--- config.mk ---
export PLATFORM = sky130hd
export DESIGN_NAME = hyst_mon
export DESIGN_NICKNAME = d
export VERILOG_FILES = /design/src/rtl/hyst_mon_pkg.sv /design/src/rtl/hyst_mon_cmp.sv /design/src/rtl/hyst_mon_status.sv /design/src/rtl/hyst_mon_flag.sv /design/src/rtl/hyst_mon.sv
export SDC_FILE = /design/constraint.sdc
export NUM_CORES = 1
export LEC_CHECK = 0
export CAP_MARGIN = 20
export CORE_MARGIN = 5
export CORE_UTILIZATION = 36
export CTS_BUF_LIST = sky130_fd_sc_hd__clkbuf_4 sky130_fd_sc_hd__clkbuf_8
export DETAILED_ROUTE_END_ITERATION = 10
export PLACE_DENSITY_LB_ADDON = 0.12
export SYNTH_ARGS = -nofsm -noshare
export SYNTH_HDL_FRONTEND = slang
export SYNTH_SLANG_ARGS = --single-unit
--- constraint.sdc ---
create_clock -name clk -period 0.85 [get_ports clk]
set_input_delay 0.255 -clock clk [delete_from_list [all_inputs] [get_ports clk]]
set_output_delay 0.255 -clock clk [all_outputs]
set_load 0.01 [all_outputs]
--- src/rtl/hyst_mon_pkg.sv ---
package hyst_mon_pkg;
  typedef enum logic {
    POL_LOW_SIDE  = 1'b0,
    POL_HIGH_SIDE = 1'b1
  } pol_e;
endpackage

--- src/rtl/hyst_mon_cmp.sv ---
module hyst_mon_cmp
  import hyst_mon_pkg::*;
#(
  parameter int   W        = 8,
  parameter pol_e POLARITY = POL_LOW_SIDE
) (
  input  logic [W-1:0] sample_i,
  input  logic [W-1:0] trip_lvl_i,
  input  logic [W-1:0] release_lvl_i,
  output logic         trip_hit_o,
  output logic         rel_hit_o
);
  function automatic logic beyond_low(input logic [W-1:0] s, input logic [W-1:0] lvl);
    return s < lvl;
  endfunction

  function automatic logic beyond_high(input logic [W-1:0] s, input logic [W-1:0] lvl);
    return s > lvl;
  endfunction

  generate
    if (POLARITY == POL_HIGH_SIDE) begin : g_high
      assign trip_hit_o = beyond_high(sample_i, trip_lvl_i);
      assign rel_hit_o  = beyond_low(sample_i, release_lvl_i);
    end else begin : g_low
      assign trip_hit_o = beyond_low(sample_i, trip_lvl_i);
      assign rel_hit_o  = beyond_high(sample_i, release_lvl_i);
    end
  endgenerate
endmodule

--- src/rtl/hyst_mon_status.sv ---
module hyst_mon_status (
  input  logic clk,
  input  logic rst_n,
  input  logic active_i,
  input  logic trip_hit_i,
  input  logic rel_hit_i,
  output logic status_o,
  output logic change_o
);
  logic stat_q;
  logic stat_prev_q;
  logic stat_d;

  always_comb begin
    stat_d = stat_q;
    if (active_i) begin
      if (trip_hit_i)     stat_d = 1'b1;
      else if (rel_hit_i) stat_d = 1'b0;
    end
  end

  always_ff @(posedge clk or negedge rst_n) begin
    if (!rst_n) begin
      stat_q      <= 1'b0;
      stat_prev_q <= 1'b0;
    end else begin
      stat_q      <= stat_d;
      stat_prev_q <= stat_q;
    end
  end

  assign status_o = stat_q;
  assign change_o = stat_q ^ stat_prev_q;
endmodule

--- src/rtl/hyst_mon_flag.sv ---
module hyst_mon_flag (
  input  logic clk,
  input  logic rst_n,
  input  logic event_i,
  input  logic clr_i,
  input  logic irq_en_i,
  output logic flag_o,
  output logic irq_o
);
  logic flag_q;

  always_ff @(posedge clk or negedge rst_n) begin
    if (!rst_n)        flag_q <= 1'b0;
    else if (event_i)  flag_q <= 1'b1;
    else if (clr_i)    flag_q <= 1'b0;
  end

  assign flag_o = flag_q;
  assign irq_o  = flag_q & irq_en_i;
endmodule

--- src/rtl/hyst_mon.sv ---
module hyst_mon
  import hyst_mon_pkg::*;
#(
  parameter int   W        = 8,
  parameter pol_e POLARITY = POL_LOW_SIDE
) (
  input  logic         clk,
  input  logic         rst_n,
  input  logic         active_i,
  input  logic [W-1:0] sample_i,
  input  logic [W-1:0] trip_lvl_i,
  input  logic [W-1:0] release_lvl_i,
  input  logic         irq_en_i,
  input  logic         flag_clr_i,
  output logic         status_o,
  output logic         flag_o,
  output logic         irq_o
);
  logic trip_hit;
  logic rel_hit;
  logic status_chg;

  hyst_mon_cmp #(.W(W), .POLARITY(POLARITY)) u_cmp (
    .sample_i      (sample_i),
    .trip_lvl_i    (trip_lvl_i),
    .release_lvl_i (release_lvl_i),
    .trip_hit_o    (trip_hit),
    .rel_hit_o     (rel_hit)
  );

  hyst_mon_status u_status (
    .clk        (clk),
    .rst_n      (rst_n),
    .active_i   (active_i),
    .trip_hit_i (trip_hit),
    .rel_hit_i  (rel_hit),
    .status_o   (status_o),
    .change_o   (status_chg)
  );

  hyst_mon_flag u_flag (
    .clk      (clk),
    .rst_n    (rst_n),
    .event_i  (status_chg),
    .clr_i    (flag_clr_i),
    .irq_en_i (irq_en_i),
    .flag_o   (flag_o),
    .irq_o    (irq_o)
  );
endmodule

# Word-level counts from Yosys, hierarchy flattened
# Cells that the tools add are included.
# totals
ff_bits	3
input_bits	29
output_inout_bits	3
# op_classes
n_lt_le_gt_ge	2
n_mux	4
bitwise	2
reduce_logical	3
# ops
cell	count
8-bit greater-than comparator	1
8-bit less-than comparator	1
1-bit 2-to-1 mux	4
2-bit nonzero test	2
2-bit AND reduction	1
1-bit AND	1
1-bit XOR	1

# Depth between registers and ports, before layout
# Gate-level depths: netlist of run 1.
# depth
word_depth	3
depth_mapped	7
mapped_depth_nobuf	7

# By module
# From an unflattened synthesis of run 1, not the netlist that was laid out.
# hier_totals
cells_unflattened	58
hier_area_um2	489.2
# modules_own_cells
module	n_inst	cells_per_inst	area_each_um2
hyst_mon_cmp	1	49	375.4
hyst_mon_status	1	5	71.3
hyst_mon_flag	1	4	42.5

# Worst setup path before layout of run 1
# No wires, ideal clock.
# synth_timing
path_kind	input -> register
startpoint	input release_lvl_i[5]
endpoint	register u_status.stat_q, in the netlist u_status.status_o
setup_ns	0.066
arrival_time_ns	1.235
slack_ns	-0.451
stages	7
path_buffers	0
path_cell_list	inv_1 > ha_1 > a21o_1 > a21oi_2 > nor2b_1 > o31ai_2 > a22o_1
# synth_via
elab_chain_len	3
# synth_rtl
element	line_no	rtl
start, declared	hyst_mon.sv:12	input logic [W-1:0] release_lvl_i,
8-bit greater-than comparator	hyst_mon_cmp.sv:18	return s > lvl;
2-bit nonzero test (no line)	n/a	
2-bit AND reduction (no line)	n/a	
end signal, assigned	hyst_mon_status.sv:27	stat_q <= stat_d;
end, declared	hyst_mon_status.sv:10	logic stat_q;
# Every way passes these cells.
# A chain may end at the register's enable or synchronous reset.

# Final worst setup path of run 1
# layout_timing
startpoint	input trip_lvl_i[3]
endpoint	register u_status.stat_q, in the netlist u_status.status_o
# layout_via
elab_chain_len	3
# layout_rtl
element	line_no	rtl
start, declared	hyst_mon.sv:11	input logic [W-1:0] trip_lvl_i,
8-bit less-than comparator (*)	hyst_mon_cmp.sv:14	return s < lvl;
2-bit nonzero test (no line)	n/a	
2-bit AND reduction (no line)	n/a	
# Every way passes the cells marked *; elsewhere a longest branch is shown, timed or not.

==> results of run 1 <==
[cells in the final DEF, fill, tap and decap left out]
cell / n
clkdlybuf4s15_1: 5
o21ai_1: 3
o2111ai_2: 1
a21oi_2: 3
o21a_1: 1
clkbuf_2: 6
inv_1: 7
nor2b_4: 1
o211ai_1: 1
inv_4: 1
xnor2_4: 1
a21o_1: 1
and2_1: 1
dlygate4sd2_1: 5
a22o_1: 1
nand4_1: 2
inv_12: 1
dlymetal6s2s_1: 1
buf_4: 5
clkbuf_4: 4
buf_2: 6
a211oi_2: 3
dfrtp_1: 3
clkdlybuf4s50_1: 3
ha_4: 10
nand2b_1: 1
nor2b_2: 1
buf_6: 6
inv_2: 8
ha_1: 5
nor2_1: 2
o31ai_2: 1
[sequential cells by signal, summed over array words and instances, names as in the netlist]
name / count
u_status.status_o: 1
u_status.stat_prev_q: 1
u_flag.flag_o: 1
[repair_timing]
item	CTS	global route
resized for setup	91	28
pin swaps	23	23
hold buffers	0	0
setup buffers	1	1
setup endpoints to repair	5	5
hold endpoints to repair	0	0
[metal layers]
| metal | global-route usage | vias up | routed length (um) | share of wire |
|---|---|---|---|---|
| met2 | 0.320 | 25 | 930 | 0.53 |
| met5 | 0 | - | 0 | 0 |
| met1 | 0.180 | 263 | 599 | 0.34 |
| met4 | 0.105 | 0 | 19 | 0.011 |
| li1 | - | 285 | - | - |
| met3 | 0.0843 | 2 | 191 | 0.11 |
[cells by family (layout without fill, tap and decap cells)]
kind of cell / after synthesis / after routing / synth area share
AOI/OAI and AO/OA: 15 / 15 / 0.223
and+or+nand+nor: 8 / 8 / 0.0921
buffers and inverters: 17 / 58 / 0.130
adders and majority gates: 15 / 15 / 0.384
xor gates and xnor gates: 1 / 1 / 0.0179
DFF: 3 / 3 / 0.153
[power groups by stage]
stage / Clock (mW) / Sequential (mW) / Combinational (mW)
global placement: 0 / 0.198 / 0.469
CTS: 0.316 / 0.202 / 0.547
floorplan: 0 / 0.216 / 0.182
global route: 0.335 / 0.216 / 0.691
detailed placement: 0 / 0.199 / 0.476
finish: 0.306 / 0.215 / 0.630
[metrics by stage]
stage	instances	utilization
after global placement	109	0.681
after global routing	115	0.797
after floorplan	59	-
final	115	0.797
after CTS	114	0.787
after detailed placement	109	0.681
[worst min path at each step]
stage           from             to  slack [ns]  depth (start not counted)
5_1_grt        rst_n  u_flag.flag_o        0.20                          1
4_1_cts        rst_n  u_flag.flag_o        0.19                          1
3_3_place_gp   rst_n  u_flag.flag_o        0.45                          1
2_1_floorplan  rst_n  u_flag.flag_o       -0.04                          0
6_report       rst_n  u_flag.flag_o        0.20                          1
3_5_place_dp   rst_n  u_flag.flag_o        0.45                          1
[final cells by class]
type	count	area (um^2)	share of cell area
multi-input combinational	39	533	0.514
inverter	17	78.8	0.0760
tap	15	18.8	0.0181
clock buffer	4	30.0	0.0290
sequential	3	75.1	0.0724
timing repair buffer	37	302	0.291
==> tab_implementation.tex, run 1 <==
\begin{tabular}{lr}
\hline
Metric & Value \\
\hline
\multicolumn{2}{l}{\textbf{Place}} \\
Routability-driven placement congestion ratio & 0.696 \\
Sum of net half-perimeters after detailed placement & 1100 um \\
Worst slack, placed & -1.10 ns \\
Cell area after placement & 886 um\^{}2 \\
Port Buffers & 31 \\
\multicolumn{2}{l}{\textbf{Logic synthesis}} \\
Fraction of synthesis flops using an asynchronous set or reset pin & 1.00 \\
Mean instance size in the synthesized netlist & 8.29 um\^{}2 \\
FF+latch count, synth & 3 \\
Yosys warning count & 0 \\
Synthesized cell area & 489 um\^{}2 \\
Post-synth net total & 103 \\
Cells after Synth & 59 \\
Post-synth EDFFs & 0 \\
Biggest area consumer among synthesized cells & ha\_1 \\
Synth unique cells & 20 \\
Leading post-synthesis cells by instance count & inv\_1 (17), ha\_1 (15), a211oi\_1 (3), dfrtp\_1 (3) \\
Count leader, synth & inv\_1 \\
Primary FF master, synth & dfrtp\_1 \\
Fraction of the yosys area taken by sequential cells & 0.153 \\
Synth area leaders & ha\_1 (38\%), dfrtp\_1 (15\%), inv\_1 (13\%) \\
Area fraction of the dominant cell type after synthesis & 0.384 \\
\multicolumn{2}{l}{\textbf{Global routing}} \\
Residual overflow from global routing & 0 \\
Total global routing track utilization & 0.184 \\
Vias in the first global route & 607 \\
Largest net degree at the start of global routing & 4 \\
Number of antenna violations at the first check in global routing & 0 \\
First-pass GRT wire length & 2740 um \\
\multicolumn{2}{l}{\textbf{Job}} \\
Number of max-cap violations & 0 \\
\multicolumn{2}{l}{\textbf{Pwr}} \\
Sw power & 0.389 mW \\
Comb pwr share & 0.547 \\
Static leakage & 0.498 nW \\
Worst IR drop on VDD & 737 uV \\
Relative contribution of the clock network to total power & 0.266 \\
Power per Cell Area & 1110 nW/um\^{}2 \\
Share of total power consumed by net switching & 0.338 \\
Cell-internal power & 0.762 mW \\
Register share of total power & 0.187 \\
Final Total Pwr & 1.15 mW \\
\multicolumn{2}{l}{\textbf{Route}} \\
Detailed Route Iter0 Violations & 0 \\
First-pass detailed-route iteration total & 1 \\
Mean routed wirelength per cell & 15.1 um \\
Remaining number of nets flagged by the antenna check after routing & 0 \\
Post-route DRC violation count & 0 \\
Vias after detailed routing & 575 \\
Total wire length & 1740 um \\
Vias per Instance & 5.00 \\
\multicolumn{2}{l}{\textbf{Worst setup path}} \\
Crit path top cell by count & o21ai\_1 \\
WP depth & 7 \\
FF-to-FF setup slack & -0.03 ns \\
Kind of capture point of the worst setup path & flop \\
Worst path arrival time & 1.32 ns \\
Worst reg2reg path endpoint & u\_flag.flag\_o \\
End of the critical path & u\_status.status\_o \\
Start of the worst register-to-register path & u\_status.status\_o \\
Data required time of the worst path & 0.98 ns \\
Worst setup SP type & input pin \\
Maximum fanout count along the critical path & 1 \\
Crit path buf inv count & 2 \\
Launch point of the worst path & trip\_lvl\_i[3] \\
Critical Path Slowest Stage Cell & ha\_1 \\
Top cell family by delay on the critical path & compound AO/OA/AOI/OAI gates \\
Category of the critical setup timing path & input pin to flop \\
Critical path cell sequence & clkdlybuf4s15\_1 > inv\_1 > ha\_1 > o21ai\_1 > o21ai\_1 > o2111ai\_2 > a22o\_1 \\
Highest cell delay on the worst timing path & 0.26 ns \\
R2r worst-path depth & 3 \\
\multicolumn{2}{l}{\textbf{Timing}} \\
Accumulated negative setup slack & -1.07 ns \\
Worst-case hold slack & 0.201 ns \\
Worst clock skew & 0.00389 ns \\
Worst setup slack after layout & -0.344 ns \\
Setup repair after global routing missed its margin & yes \\
Max-Slew Margin vs Limit & 0.851 \\
Slew at the pin with the worst max-slew slack & 0.222 ns \\
Final Hold Violating Endpoints & 0 \\
Final Max Tran Viols & 0 \\
Final setup violation count & 5 \\
Highest clock frequency the design can meet & 838 MHz \\
Clock period minus worst slack & 1.19 ns \\
Final cycle utilization of the critical path & 1.40 \\
\multicolumn{2}{l}{\textbf{Worst hold path}} \\
Type of the most critical hold path & input pin to async pin \\
\multicolumn{2}{l}{\textbf{Layout}} \\
Share of final-layout standard cells stronger than drive strength 1 & 0.580 \\
Number of filler cells placed in the layout & 95 \\
Net count, final & 145 \\
Area grow syn2layout & 112\% \\
Design Area, Final & 1040 um\^{}2 \\
\# diodes & 0 \\
\multicolumn{2}{l}{\textbf{Floorplanning}} \\
Width of the die & 46.9 um \\
Vertical die dimension & 46.9 um \\
Initial core utilization & 0.376 \\
Number of top-level pins & 32 \\
Standard cell core area & 1300 um\^{}2 \\
Area enclosed by the die boundary & 2200 um\^{}2 \\
Count of standard-cell rows & 13 \\
\multicolumn{2}{l}{\textbf{Clock tree}} \\
Clock buffer count from CTS & 3 \\
H-Tree Depth & 1 \\
Clock tree from TritonCTS & done \\
Clock input transition at the sequential cells of the worst setup and hold paths & 0.04 ns \\
Largest buffer count on any clock path & 2 \\
Source-to-sink clock delay at the later pin of the worst-skew pair & 0.25 ns \\
Buffer type at the clock tree root & clkbuf\_4 \\
Sinks on Clock Net & 3 \\
\multicolumn{2}{l}{\textbf{Outcome}} \\
Failing checks & negative setup slack \\
Status & complete, but fails checks \\
\hline
\end{tabular}
No activity file was read; power rests on OpenSTA's default activity.
==> inputs of run 2 (changes only) <==
--- a/config.mk
+++ b/config.mk
@@ -6,11 +6,16 @@
 export NUM_CORES = 1
 export LEC_CHECK = 0
 export CAP_MARGIN = 20
+export CELL_PAD_IN_SITES_DETAIL_PLACEMENT = 0
+export CELL_PAD_IN_SITES_GLOBAL_PLACEMENT = 1
+export CORE_ASPECT_RATIO = 1.25
 export CORE_MARGIN = 5
-export CORE_UTILIZATION = 36
+export CORE_UTILIZATION = 25
 export CTS_BUF_LIST = sky130_fd_sc_hd__clkbuf_4 sky130_fd_sc_hd__clkbuf_8
 export DETAILED_ROUTE_END_ITERATION = 10
+export GPL_ROUTABILITY_DRIVEN = 0
 export PLACE_DENSITY_LB_ADDON = 0.12
 export SYNTH_ARGS = -nofsm -noshare
 export SYNTH_HDL_FRONTEND = slang
 export SYNTH_SLANG_ARGS = --single-unit
+export TNS_END_PERCENT = 30
==> run 2 against run 1 <==
The flow still finishes with violations (negative setup slack). Utilization is 27 points lower. Design area is 1.9% lower. Die area is 34% higher. Critical endpoint unchanged. Largest power group unchanged.
==> tab_implementation.tex, run 2 (synthesized netlist as in run 1, its figures left out) <==
\begin{tabular}{lr}
\hline
Metric & Value \\
\hline
\multicolumn{2}{l}{\textbf{Clock tree}} \\
Clock buffer count from CTS & 3 \\
H-Tree Depth & 1 \\
Buffer type at the clock tree root & clkbuf\_4 \\
Clock tree from TritonCTS & done \\
Sinks on Clock Net & 3 \\
Largest buffer count on any clock path & 2 \\
Source-to-sink clock delay at the later pin of the worst-skew pair & 0.23 ns \\
Clock input transition at the sequential cells of the worst setup and hold paths & 0.04 ns \\
\multicolumn{2}{l}{\textbf{Worst setup path}} \\
Start of the worst register-to-register path & u\_status.status\_o \\
Kind of capture point of the worst setup path & flop \\
Category of the critical setup timing path & input pin to flop \\
Maximum fanout count along the critical path & 2 \\
Worst setup SP type & input pin \\
Data required time of the worst path & 1.02 ns \\
Worst path arrival time & 1.34 ns \\
Launch point of the worst path & sample\_i[1] \\
\multicolumn{2}{l}{\textbf{Layout}} \\
Most frequent cells in the layout & buf\_2 (11), ha\_4 (10), inv\_2 (8) \\
Net count, final & 144 \\
\# diodes & 0 \\
Share of final-layout standard cells stronger than drive strength 1 & 0.566 \\
Area grow syn2layout & 108\% \\
Cell Count, Final, Fillers Out & 119 \\
Design Area, Final & 1020 um\^{}2 \\
Final core utilization & 0.531 \\
Most frequent standard cell in the layout excluding fill and tap cells & buf\_2 \\
\multicolumn{2}{l}{\textbf{Job}} \\
Number of max-cap violations & 0 \\
\multicolumn{2}{l}{\textbf{Timing}} \\
Worst setup slack after layout & -0.320 ns \\
Accumulated negative setup slack & -0.899 ns \\
Worst-case hold slack & 0.206 ns \\
Final setup violation count & 4 \\
Setup repair after global routing missed its margin & yes \\
Max-Slew Margin vs Limit & 0.872 \\
Clock period minus worst slack & 1.17 ns \\
Final Hold Violating Endpoints & 0 \\
Final cycle utilization of the critical path & 1.38 \\
Highest clock frequency the design can meet & 855 MHz \\
Worst clock skew & 0.00213 ns \\
Final Max Tran Viols & 0 \\
Slew at the pin with the worst max-slew slack & 0.191 ns \\
\multicolumn{2}{l}{\textbf{Place}} \\
Sum of net half-perimeters after detailed placement & 1150 um \\
Post-placement cell count & 114 \\
Port Buffers & 31 \\
Cell area after placement & 892 um\^{}2 \\
Worst slack, placed & -1.14 ns \\
\multicolumn{2}{l}{\textbf{Global routing}} \\
Total global routing track utilization & 0.104 \\
Largest net degree at the start of global routing & 4 \\
Vias in the first global route & 582 \\
Number of antenna violations at the first check in global routing & 0 \\
First-pass GRT wire length & 2450 um \\
Residual overflow from global routing & 0 \\
\multicolumn{2}{l}{\textbf{Floorplanning}} \\
Vertical die dimension & 59.5 um \\
Area enclosed by the die boundary & 2950 um\^{}2 \\
Count of standard-cell rows & 18 \\
Number of top-level pins & 32 \\
Standard cell core area & 1910 um\^{}2 \\
Initial core utilization & 0.256 \\
Width of the die & 49.6 um \\
\multicolumn{2}{l}{\textbf{Route}} \\
Total wire length & 1400 um \\
Vias per Instance & 4.63 \\
Vias after detailed routing & 551 \\
Remaining number of nets flagged by the antenna check after routing & 0 \\
Post-route DRC violation count & 0 \\
Detailed Route Iter0 Violations & 4 \\
First-pass detailed-route iteration total & 2 \\
Mean routed wirelength per cell & 11.8 um \\
\multicolumn{2}{l}{\textbf{Pwr}} \\
Final Total Pwr & 1.01 mW \\
Worst IR drop on VDD & 464 uV \\
Power per Cell Area & 993 nW/um\^{}2 \\
Static leakage & 0.481 nW \\
\multicolumn{2}{l}{\textbf{Worst hold path}} \\
Type of the most critical hold path & input pin to async pin \\
\multicolumn{2}{l}{\textbf{Outcome}} \\
Failing checks & negative setup slack \\
Status & complete, but fails checks \\
\hline
\end{tabular}
==> run 2: changes by cell type in the layout (fill, tap and decap cells not counted), sizes merged <==
cell,previous run,this run
clkbuf,10,6
buf,17,19
clkdlybuf4s15,5,6
dlygate4sd2,5,6
dlymetal6s2s,1,0
==> run 2: what timing repair did <==
action	4_1_cts	5_1_grt
gates resized for setup	107	7
pin swaps	26	10
setup endpoints to repair	5	5
hold buffers	0	0
buffers inserted	1	0
==> run 2: per-layer routing <==
layer	up-vias	global-route usage	wire, um	share of wire
met4	0	0.0337	0	0
met2	20	0.187	753	0.54
li1	282	-	-	-
met1	249	0.111	489	0.35
met5	-	0	0	0
met3	0	0.0403	158	0.11
==> run 2: final timing paths <==
path                                              to  slack, ns  cells past startpoint
worst max-delay path               u_status.status_o      -0.32                      7
worst min-delay path                   u_flag.flag_o       0.21                      1
worst max register to register     u_status.status_o       0.04                      2
worst min register to register  u_status.stat_prev_q       0.50                      1
max in group asynchronous          u_status.status_o       0.50                      1
min in group clk                u_status.stat_prev_q       0.50                      1
==> run 2: final cells by class <==
cell class	instances	area, um^2
well taps	20	25.0
flip-flops and latches	3	75.1
clock buffers	4	30.0
multi-input cells	39	522
inverters	17	78.8
fillers	199	897
repair buffers	36	287
==> run 2: where the power goes <==
group	leakage (nW)	internal (mW)	switching, mW
Clock	0.0184	0.208	0.0745
Combinational	0.430	0.305	0.221
Sequential	0.0325	0.179	0.0221
==> run 2: worst max-delay path, stage by stage <==
cell and delay [ns]:
buf_2 0.14, ha_4 0.22, nor2b_4 0.12, o211ai_1 0.19
a21oi_2 0.08, o31ai_2 0.19, a22o_1 0.15
==> inputs of run 3 (changes only) <==
--- a/config.mk
+++ b/config.mk
@@ -12,10 +12,10 @@
 export CORE_MARGIN = 5
 export CORE_UTILIZATION = 25
 export CTS_BUF_LIST = sky130_fd_sc_hd__clkbuf_4 sky130_fd_sc_hd__clkbuf_8
+export CTS_CLUSTER_DIAMETER = 100
 export DETAILED_ROUTE_END_ITERATION = 10
 export GPL_ROUTABILITY_DRIVEN = 0
 export PLACE_DENSITY_LB_ADDON = 0.12
 export SYNTH_ARGS = -nofsm -noshare
 export SYNTH_HDL_FRONTEND = slang
 export SYNTH_SLANG_ARGS = --single-unit
-export TNS_END_PERCENT = 30
==> run 3 against run 2 <==
Clock power about the same. Wire length unchanged. Non-clock buffer count unchanged. The flow still finishes with violations (negative setup slack). Clock skew unchanged. Largest power group unchanged. Sequential power about the same. Critical path type unchanged.
==> tab_implementation.tex, run 3 (synthesized netlist as in run 1, its figures left out) <==
\begin{tabular}{lr}
\hline
Metric & Value \\
\hline
\multicolumn{2}{l}{\textbf{Worst setup path}} \\
Critical Path Slowest Stage Cell & ha\_4 \\
Kind of capture point of the worst setup path & flop \\
Worst path arrival time & 1.34 ns \\
Crit path buf inv count & 1 \\
Category of the critical setup timing path & input pin to flop \\
Highest cell delay on the worst timing path & 0.22 ns \\
Top cell family by delay on the critical path & compound AO/OA/AOI/OAI gates \\
Data required time of the worst path & 1.02 ns \\
Critical path cell sequence & buf\_2 > ha\_4 > nor2b\_4 > o211ai\_1 > a21oi\_2 > o31ai\_2 > a22o\_1 \\
Maximum fanout count along the critical path & 2 \\
Worst setup SP type & input pin \\
\multicolumn{2}{l}{\textbf{Floorplanning}} \\
Initial core utilization & 0.256 \\
Number of top-level pins & 32 \\
Count of standard-cell rows & 18 \\
Width of the die & 49.6 um \\
Standard cell core area & 1910 um\^{}2 \\
Vertical die dimension & 59.5 um \\
Area enclosed by the die boundary & 2950 um\^{}2 \\
\multicolumn{2}{l}{\textbf{Layout}} \\
\# diodes & 0 \\
Area grow syn2layout & 108\% \\
Number of filler cells placed in the layout & 199 \\
Cell Count, Final, Fillers Out & 119 \\
Most frequent standard cell in the layout excluding fill and tap cells & buf\_2 \\
Most frequent cells in the layout & buf\_2 (11), ha\_4 (10), inv\_2 (8) \\
Share of final-layout standard cells stronger than drive strength 1 & 0.566 \\
Design Area, Final & 1020 um\^{}2 \\
Net count, final & 144 \\
\multicolumn{2}{l}{\textbf{Outcome}} \\
Failing checks & negative setup slack \\
Status & complete, but fails checks \\
\multicolumn{2}{l}{\textbf{Global routing}} \\
Number of antenna violations at the first check in global routing & 0 \\
First-pass GRT wire length & 2450 um \\
Total global routing track utilization & 0.104 \\
GR met3 Demand/Resource & 0.0403 \\
GRT met2 Usage & 0.187 \\
Residual overflow from global routing & 0 \\
Vias in the first global route & 582 \\
Busiest grt layer & met2 \\
Largest net degree at the start of global routing & 4 \\
Met1 global-route usage & 0.111 \\
\multicolumn{2}{l}{\textbf{Pwr}} \\
Sw power & 0.318 mW \\
Static leakage & 0.481 nW \\
Relative contribution of the clock network to total power & 0.280 \\
Comb pwr share & 0.522 \\
Register share of total power & 0.199 \\
Share of total power consumed by net switching & 0.315 \\
Worst IR drop on VDD & 464 uV \\
Power per Cell Area & 993 nW/um\^{}2 \\
Cell-internal power & 0.692 mW \\
\multicolumn{2}{l}{\textbf{Timing}} \\
Max-Slew Margin vs Limit & 0.872 \\
Worst clock skew & 0.00213 ns \\
Accumulated negative setup slack & -0.899 ns \\
Final Max Tran Viols & 0 \\
Worst-case hold slack & 0.206 ns \\
Final setup violation count & 4 \\
Highest clock frequency the design can meet & 855 MHz \\
Final cycle utilization of the critical path & 1.38 \\
Slew at the pin with the worst max-slew slack & 0.191 ns \\
Worst setup slack after layout & -0.320 ns \\
Setup repair after global routing missed its margin & yes \\
Final Hold Violating Endpoints & 0 \\
Clock period minus worst slack & 1.17 ns \\
\multicolumn{2}{l}{\textbf{Place}} \\
Post-placement cell count & 114 \\
Worst slack, placed & -1.14 ns \\
Port Buffers & 31 \\
Cell area after placement & 892 um\^{}2 \\
Sum of net half-perimeters after detailed placement & 1150 um \\
\multicolumn{2}{l}{\textbf{Route}} \\
Total wire length & 1400 um \\
Remaining number of nets flagged by the antenna check after routing & 0 \\
First-pass detailed-route iteration total & 2 \\
Post-route DRC violation count & 0 \\
Vias per Instance & 4.63 \\
Vias after detailed routing & 551 \\
Mean routed wirelength per cell & 11.8 um \\
Detailed Route Iter0 Violations & 4 \\
\multicolumn{2}{l}{\textbf{Job}} \\
Number of max-cap violations & 0 \\
\multicolumn{2}{l}{\textbf{Clock tree}} \\
H-Tree Depth & 1 \\
Buffer type at the clock tree root & clkbuf\_4 \\
Cts hold-fix bufs & 0 \\
Clock buffer count from CTS & 3 \\
Clock tree from TritonCTS & done \\
Source-to-sink clock delay at the later pin of the worst-skew pair & 0.23 ns \\
Clock input transition at the sequential cells of the worst setup and hold paths & 0.04 ns \\
Largest buffer count on any clock path & 2 \\
Sinks on Clock Net & 3 \\
\multicolumn{2}{l}{\textbf{Worst hold path}} \\
Type of the most critical hold path & input pin to async pin \\
\hline
\end{tabular}
==> run 3: cell counts in the layout (fill, tap and decap cells not counted) <==
Identical to the previous run, type by type.
==> run 3: worst register-to-register path: stages (launching register included) <==
cell and delay (ns):
dfrtp_1 0.38, buf_6 0.13, a22o_1 0.18
==> run 3: power by group through the flow <==
| stage | logic [mW] | registers, mW | clock network, mW |
|---|---|---|---|
| floorplan | 0.182 | 0.216 | 0 |
| global placement | 0.476 | 0.200 | 0 |
| detailed placement | 0.482 | 0.201 | 0 |
| CTS | 0.512 | 0.198 | 0.294 |
| global route | 0.585 | 0.205 | 0.302 |
| finish | 0.527 | 0.201 | 0.282 |
==> run 3: cell type report <==
class | instances | area, um^2 | area share
Tap cell | 20 | 25.0 | 0.0246
Sequential cell | 3 | 75.1 | 0.0738
Timing Repair Buffer | 36 | 287 | 0.282
Inverter | 17 | 78.8 | 0.0775
Clock buffer | 4 | 30.0 | 0.0295
Multi-Input combinational cell | 39 | 522 | 0.513
==> run 3: layer usage <==
| layer | part of all wire | vias up |
|---|---|---|
| li1 | - | 282 |
| met1 | 0.35 | 249 |
| met2 | 0.54 | 20 |
| met3 | 0.11 | 0 |
| met4 | 0 | 0 |
| met5 | 0 | - |
==> run 3: final timing paths <==
| check | endpoint | cells after the start | slack (ns) | start |
|---|---|---|---|---|
| min in group clk | u_status.stat_prev_q | 1 | 0.50 | u_status.status_o |
| worst min register to register | u_status.stat_prev_q | 1 | 0.50 | u_status.status_o |
| worst min-delay path | u_flag.flag_o | 1 | 0.21 | rst_n |
| worst max register to register | u_status.status_o | 2 | 0.04 | u_status.status_o |
| max in group asynchronous | u_status.status_o | 1 | 0.50 | rst_n |
| worst max-delay path | u_status.status_o | 7 | -0.32 | sample_i[1] |
==> run 3: timing repair <==
item                       in CTS  in global routing
setup endpoints to repair       5                  5
resized for setup             107                  7
pin swaps                      26                 10
buffers inserted                1                  0
==> run 3: per-stage QoR <==
step / power [mW] / util
final: 1.01 / 0.531
after global placement: 0.676 / 0.466
after global routing: 1.09 / 0.531
after detailed placement: 0.683 / 0.466
after floorplan: 0.397 / -
after CTS: 1.00 / 0.533
